### src/rtl/sync_hub_pkg.sv
package sync_hub_pkg;
  typedef enum logic {
    SRC_PIPE = 1'b0,
    SRC_GEN  = 1'b1
  } sync_src_e;

  localparam int NUM_SYNC = 3;
  localparam int IDX_SYS  = 0;
  localparam int IDX_ACC  = 1;
  localparam int IDX_GAIN = 2;
endpackage

### src/rtl/sh_rst_sync.sv
module sh_rst_sync #(
  parameter int STAGES = 2
) (
  input  logic clk,
  input  logic rst_n,
  output logic rst_sync_n
);
  logic [STAGES-1:0] chain_q;
  logic [STAGES-1:0] chain_d;

  always_comb begin
    chain_d = {chain_q[STAGES-2:0], 1'b1};
  end

  always_ff @(posedge clk or negedge rst_n) begin
    if (!rst_n) chain_q <= '0;
    else        chain_q <= chain_d;
  end

  assign rst_sync_n = chain_q[STAGES-1];
endmodule

### src/rtl/sh_sync_edge.sv
module sh_sync_edge (
  input  logic clk,
  input  logic rst_n,
  input  logic sync_n_i,
  output logic sampled_n_o,
  output logic pulse_o
);
  logic smp_q, smp_d;
  logic hist_q, hist_d;

  always_comb begin
    smp_d  = sync_n_i;
    hist_d = smp_q;
  end

  always_ff @(posedge clk or negedge rst_n) begin
    if (!rst_n) begin
      smp_q  <= 1'b1;
      hist_q <= 1'b1;
    end else begin
      smp_q  <= smp_d;
      hist_q <= hist_d;
    end
  end

  assign sampled_n_o = smp_q;
  assign pulse_o     = hist_q & ~smp_q;

  // a held-low input must not produce a second pulse
  assert_pulse_single_R8: assert property (@(posedge clk) disable iff (!rst_n)
    pulse_o |=> !pulse_o);
  // a pulse follows a sampled low after a sampled high
  assert_pulse_cause_R8: assert property (@(posedge clk) disable iff (!rst_n)
    $fell(sampled_n_o) |-> pulse_o);
endmodule

### src/rtl/sh_period_gen.sv
module sh_period_gen #(
  parameter int PER_W = 20
) (
  input  logic clk,
  input  logic rst_n,
  input  logic cnt_en,
  output logic tick_n_o
);
  logic [PER_W-1:0] cnt_q, cnt_d;
  logic             wrap;

  always_comb begin
    wrap  = (cnt_q == {PER_W{1'b1}});
    cnt_d = cnt_q;
    if (cnt_en) cnt_d = cnt_q + 1'b1;
  end

  always_ff @(posedge clk or negedge rst_n) begin
    if (!rst_n) cnt_q <= '0;
    else        cnt_q <= cnt_d;
  end

  assign tick_n_o = ~(wrap & cnt_en);

  // the generated tick lasts one clock and the count restarts from zero
  assert_tick_width_R3: assert property (@(posedge clk) disable iff (!rst_n)
    !tick_n_o |=> tick_n_o);
  assert_tick_wrap_R3: assert property (@(posedge clk) disable iff (!rst_n)
    !tick_n_o |=> (cnt_q == '0));
endmodule

### src/rtl/sh_oneshot.sv
module sh_oneshot #(
  parameter int ADDR_W    = 4,
  parameter int TRIG_ADDR = 10
) (
  input  logic              clk,
  input  logic              rst_n,
  input  logic              wr_en_i,
  input  logic [ADDR_W-1:0] wr_addr_i,
  output logic              strobe_n_o
);
  localparam logic [ADDR_W-1:0] TRIG_CODE = TRIG_ADDR[ADDR_W-1:0];

  logic hit;
  logic hit_q, hit_d;
  logic strobe_q, strobe_d;

  always_comb begin
    hit      = wr_en_i && (wr_addr_i == TRIG_CODE);
    hit_d    = hit;
    strobe_d = ~(hit & ~hit_q);
  end

  always_ff @(posedge clk or negedge rst_n) begin
    if (!rst_n) begin
      hit_q    <= 1'b0;
      strobe_q <= 1'b1;
    end else begin
      hit_q    <= hit_d;
      strobe_q <= strobe_d;
    end
  end

  assign strobe_n_o = strobe_q;

  // strobe is one clock wide even for a held write
  assert_strobe_width_R5: assert property (@(posedge clk) disable iff (!rst_n)
    !strobe_n_o |=> strobe_n_o);
  // strobe only follows a write that matched the trigger address
  assert_strobe_cause_R6: assert property (@(posedge clk) disable iff (!rst_n)
    !strobe_n_o |-> $past(wr_en_i && (wr_addr_i == TRIG_CODE)));
endmodule

### src/rtl/sync_hub.sv
module sync_hub
  import sync_hub_pkg::*;
#(
  parameter int PER_W     = 20,
  parameter int ADDR_W    = 4,
  parameter int TRIG_ADDR = 10
) (
  input  logic              clk,
  input  logic              rst_n,
  input  logic              sys_sync_n,
  input  logic              acc_sync_n,
  input  logic              gain_sync_n,
  input  logic              gen_sel,
  input  logic              wr_en,
  input  logic [ADDR_W-1:0] wr_addr,
  output logic              sync_out_n,
  output logic              oneshot_n,
  output logic              sys_pulse,
  output logic              acc_pulse,
  output logic              gain_pulse
);
  logic                rst_int_n;
  logic [NUM_SYNC-1:0] sync_in_n;
  logic [NUM_SYNC-1:0] sampled_n;
  logic [NUM_SYNC-1:0] pulses;
  logic                gen_tick_n;
  sync_src_e           src;
  logic                out_q, out_d;

  sh_rst_sync #(.STAGES(2)) u_rst (
    .clk        (clk),
    .rst_n      (rst_n),
    .rst_sync_n (rst_int_n)
  );

  always_comb begin
    sync_in_n           = '1;
    sync_in_n[IDX_SYS]  = sys_sync_n;
    sync_in_n[IDX_ACC]  = acc_sync_n;
    sync_in_n[IDX_GAIN] = gain_sync_n;
  end

  for (genvar i = 0; i < NUM_SYNC; i++) begin : g_edge
    sh_sync_edge u_edge (
      .clk         (clk),
      .rst_n       (rst_int_n),
      .sync_n_i    (sync_in_n[i]),
      .sampled_n_o (sampled_n[i]),
      .pulse_o     (pulses[i])
    );
  end

  sh_period_gen #(.PER_W(PER_W)) u_gen (
    .clk      (clk),
    .rst_n    (rst_int_n),
    .cnt_en   (1'b1),
    .tick_n_o (gen_tick_n)
  );

  sh_oneshot #(.ADDR_W(ADDR_W), .TRIG_ADDR(TRIG_ADDR)) u_shot (
    .clk        (clk),
    .rst_n      (rst_int_n),
    .wr_en_i    (wr_en),
    .wr_addr_i  (wr_addr),
    .strobe_n_o (oneshot_n)
  );

  always_comb begin
    src   = sync_src_e'(gen_sel);
    out_d = (src == SRC_GEN) ? gen_tick_n : sampled_n[IDX_SYS];
  end

  always_ff @(posedge clk or negedge rst_int_n) begin
    if (!rst_int_n) out_q <= 1'b1;
    else            out_q <= out_d;
  end

  assign sync_out_n = out_q;
  assign sys_pulse  = pulses[IDX_SYS];
  assign acc_pulse  = pulses[IDX_ACC];
  assign gain_pulse = pulses[IDX_GAIN];

  // in copy mode the output follows the sampled system sync one stage later
  assert_copy_path_R2: assert property (@(posedge clk) disable iff (!rst_int_n)
    ($past(gen_sel) == 1'b0) |-> (sync_out_n == $past(sampled_n[IDX_SYS])));
  // in generator mode the output follows only the generator
  assert_gen_path_R4: assert property (@(posedge clk) disable iff (!rst_int_n)
    ($past(gen_sel) == 1'b1) |-> (sync_out_n == $past(gen_tick_n)));
  // pulse outputs stay tied to their own channel
  assert_pulse_onehot_R9: assert property (@(posedge clk) disable iff (!rst_int_n)
    (sys_pulse |-> $fell(sampled_n[IDX_SYS])));
endmodule

### config.mk
export PLATFORM = sky130hd
export DESIGN_NAME = sync_hub
export DESIGN_NICKNAME = d
export VERILOG_FILES = /design/src/rtl/sync_hub_pkg.sv /design/src/rtl/sh_rst_sync.sv /design/src/rtl/sh_sync_edge.sv /design/src/rtl/sh_period_gen.sv /design/src/rtl/sh_oneshot.sv /design/src/rtl/sync_hub.sv
export SDC_FILE = /design/constraint.sdc
export NUM_CORES = 1
export LEC_CHECK = 0
export BUFFER_PORTS_ARGS = -buffer_cell sky130_fd_sc_hd__buf_4
export CAP_MARGIN = 10
export CORE_MARGIN = 2
export CORE_UTILIZATION = 50
export CTS_CLUSTER_DIAMETER = 200
export DETAILED_ROUTE_END_ITERATION = 8
export PLACE_DENSITY = 0.73
export RECOVER_POWER = 100
export SKIP_LAST_GASP = 1
export SLEW_MARGIN = 30
export SYNTH_ARGS = -nofsm -noshare
export SYNTH_HDL_FRONTEND = slang
export SYNTH_HIERARCHICAL = 1
export SYNTH_SLANG_ARGS = --single-unit
### constraint.sdc
create_clock -name clk -period 0.92 [get_ports clk]
set_input_delay 0 -clock clk [delete_from_list [all_inputs] [get_ports clk]]
set_output_delay 0 -clock clk [all_outputs]
set_load 0.1 [all_outputs]
==> PnR_summary.wiki <==
{| class="wikitable"
! Metric !! Value
|-
| Outcome || complete, but fails checks
|-
| Violated checks || setup timing
|-
| Max-capacitance violation count || 0
|-
| Routed WL || approximately 2600 um
|-
| Number of port buffers || 15
|-
| Least-Margin Pin Slew || slightly above 0.6 ns
|-
| Post-route antenna net violation count || 0
|-
| Core utilization of the finished layout || 0.783
|-
| Placed cells || 166
|-
| Final count of negative-setup-slack endpoints || 25
|-
| YS warnings || 6
|-
| Critical Path Fanout Max || 4
|-
| Leak pwr || between 0.9 and 1 nW
|-
| Pin count of the biggest net entering global routing || 30
|-
| Height of the die || ~54 um
|-
| Post-route insts no fill || roughly 180
|-
| Slowest cell on the critical path || dfrtp_2
|-
| Final Hold Viols || 0
|-
| Insertion delay of the later-clocked pin in the worst-skew pair || between 0.3 and 0.4 ns
|-
| Flop-to-flop setup slack || -0.44 ns
|-
| Post-synthesis register bit count || 31
|-
| Post-layout worst setup margin || -0.444 ns
|-
| Total CTS buffers || 5
|-
| Antenna violations before repair || 0
|-
| Effective utilization at floorplan || 0.519
|-
| CP max stage delay || roughly 0.42 ns
|-
| Clock Sink Count || 31
|-
| Most common library cell in the layout ignoring fill and taps || buf_4
|-
| TritonRoute pass-1 iters || 4
|-
| Sequential fraction of the synthesis area || 0.617
|-
| Total gr overflow || 0
|-
| Number of distinct library cells after synthesis || 22
|-
| Cell area after synthesis || 1270 sq um
|-
| Instance count of the mapped netlist || 94
|-
| Number of nets in the synthesized netlist || 106
|-
| Clock-pin slew reported for the worst setup and hold paths after clock tree synthesis || 0.09 ns
|-
| Count of vias placed by the detailed router || ~920
|-
| Area of the placeable core || 2450 sq um
|-
| Arrival time of data at the critical path endpoint || 1.62 ns
|-
| Max transition margin || 0.587
|-
| Row count || 18
|-
| Diode count || 0
|-
| Root buffer cell || clkbuf_4
|-
| Share of post-route cells with drive strength above 1 || 0.539
|-
| Shortest clock period the worst path allows after layout || between 1 and 1.5 ns
|-
| Pwr dens || between 1500 and 2000 nW/um^2
|-
| Iteration-0 DRC count of the detailed router || 9
|-
| Tightest Hold Check Type || primary input to asynchronous set/reset pin
|-
| Tcrit/Tclk final || 1.48
|-
| Kind of critical path || register to register
|-
| Hold slack || 0.0196 ns
|-
| Req. time, crit path || between 1 and 1.5 ns
|-
| VDD IR-drop max || about 2300 uV
|-
| Startpoint types || register
|-
| Total Nets Final || approximately 170
|-
| Cell depth of the worst flop-to-flop path || 6
|-
| Number of max-slew violations in the final report || 0
|-
| Avg Synthesized Cell Area || ~14 sq um
|-
| GRT Resource Usage Total || 0.202
|-
| CTS H-tree depth || 2
|-
| Wire length of the first global-routing pass || roughly 4000 um
|-
| Cell chain of the critical path || ha_4, nand4_4, nor2_4, and3_4, nand3_2, mux2_4
|-
| Reg2Reg Capture Point || sync_out_n
|-
| Via count of the first global-routing pass || ~900
|-
| TritonCTS clock tree || done
|-
| Area of the die || between 2000 and 3000 sq um
|-
| Die outline width || around 54 um
|-
| Half-perimeter wire length after detailed placement || 1740 um
|-
| IO Pins || 16
|-
| Layout overhead on the synthesized area || 51.0%
|-
| Endpoint type of the worst setup path || register
|-
| Worst setup slack after placement || -0.456 ns
|-
| Most used cells in the layout excluding fill and tap cells || buf_4, dfrtp_1, clkbuf_4, xor2_1
|-
| Weighted congestion reported at the end of routability-driven placement || just under 0.8
|-
| Average vias per placed instance || 4.99
|-
| Setup repair after global routing missed its margin || yes
|-
| Remaining DRCs || 0
|-
| Routed len/inst || between 10 and 15 um
|-
| Clk_skew || slightly above 0.008 ns
|-
| Worst reg2reg startpoint || u_gen/cnt_q[1]
|-
| Maximum buffer depth of the clock tree || 2
|-
| Peak Freq || between 0.7 and 0.8 GHz
|}
per-stage QoR:
stage | TNS (ns) | area (sq um) | power, mW
6_report | -6.45 | 1920 | 3.64
5_1_grt | -7.68 | 1920 | 3.82
4_1_cts | -6.98 | 1890 | 3.54
3_5_place_dp | -5.76 | 1680 | 2.65
3_3_place_gp | -4.72 | 1680 | 2.58
2_1_floorplan | -3.92 | 1310 | 2.19
cell usage after synthesis:
| cell | number | area [sq um] |
|---|---|---|
| and2_1 | 1 | 6.26 |
| xnor2_1 | 10 | 87.6 |
| nor2_1 | 5 | 18.8 |
| dfrtp_1 | 23 | 576 |
| and4bb_1 | 1 | 12.5 |
| and4_4 | 2 | 22.5 |
| buf_4 | 1 | 7.51 |
| nor3b_2 | 1 | 12.5 |
| dfstp_2 | 8 | 210 |
| conb_1 | 2 | 7.51 |
| nor2b_4 | 3 | 41.3 |
| and4_1 | 4 | 35.0 |
| nand3b_1 | 1 | 7.51 |
| xor2_1 | 9 | 78.8 |
| mux2_4 | 1 | 15.0 |
| and3_1 | 4 | 25.0 |
| ha_1 | 1 | 12.5 |
| nand3_1 | 4 | 20.0 |
| mux2_2 | 1 | 11.3 |
| nand4_2 | 1 | 12.5 |
| nand4_1 | 5 | 31.3 |
| nand2_1 | 6 | 22.5 |
power by group:
group / internal (mW) / switching (mW)
clock network: 0.304 / 0.418
logic: 0.680 / 0.507
registers: 1.55 / 0.178
total: 2.54 / 1.10
metal layers:
metal,up-vias,global-route usage,part of all wire
met5,-,0,0
met3,12,0.0765,0.043
met1,453,0.240,0.41
met4,0,0.121,0.035
li1,435,-,-
met2,19,0.311,0.51
kinds of logic (layout without fill, tap and decap cells):
group / after synthesis / after routing / share of synthesized area
AND/OR/NAND/NOR: 38 / 38 / 0.210
flip-flops: 31 / 31 / 0.617
buffers and inverters: 1 / 61 / 0.00590
multiplexers: 2 / 2 / 0.0206
adder cells (fa/ha/maj): 1 / 1 / 0.00982
XOR/XNOR: 19 / 19 / 0.131
other: 2 / 2 / 0.00590
sequential cells by signal, indices dropped and copies added, names as in the netlist:
| name | cells |
|---|---|
| u_gen/cnt_q | 20 |
| g_edge.u_edge/hist_q | 3 |
| u_shot/strobe_n_o | 1 |
| g_edge.u_edge/sampled_n_o | 3 |
| sync_out_n | 1 |
| u_shot/hit_q | 1 |
| u_rst/chain_q | 2 |
worst max-delay path: cells and delay by family, from the launching register on:
kind	cells	cell delay, ns
multiplexers	1	0.25
AND/OR/NAND/NOR	4	0.48
flip-flops	1	0.42
adder cells (fa/ha/maj)	1	0.16
cell type report:
cell class / instances / area [sq um]
Tap cell: 30 / 37.5
Fill cell: 158 / 532
Sequential cell: 31 / 787
Multi-Input combinational cell: 62 / 573
Clock buffer: 8 / 48.8
Timing Repair Buffer: 53 / 477
how the worst max path moves through the flow:
stage                               from         endpoint  slack (ns)
after floorplan           u_gen/cnt_q[0]       sync_out_n       -0.41
after global placement    u_gen/cnt_q[1]       sync_out_n       -0.40
after detailed placement  u_gen/cnt_q[1]  u_gen/cnt_q[14]       -0.46
after CTS                 u_gen/cnt_q[1]       sync_out_n       -0.45
after global routing      u_gen/cnt_q[1]  u_gen/cnt_q[14]       -0.50
final                     u_gen/cnt_q[1]       sync_out_n       -0.44
what timing repair did:
| action | CTS | global route |
|---|---|---|
| endpoints found under the setup margin | 24 | 26 |
| gates resized for setup | 20 | 12 |
| endpoints found under the hold margin | 8 | 0 |
| pin swaps | 7 | 12 |
| setup buffers | 3 | 2 |
| hold buffers | 6 | 0 |
Note: power is estimated with default switching activity, not from simulation.
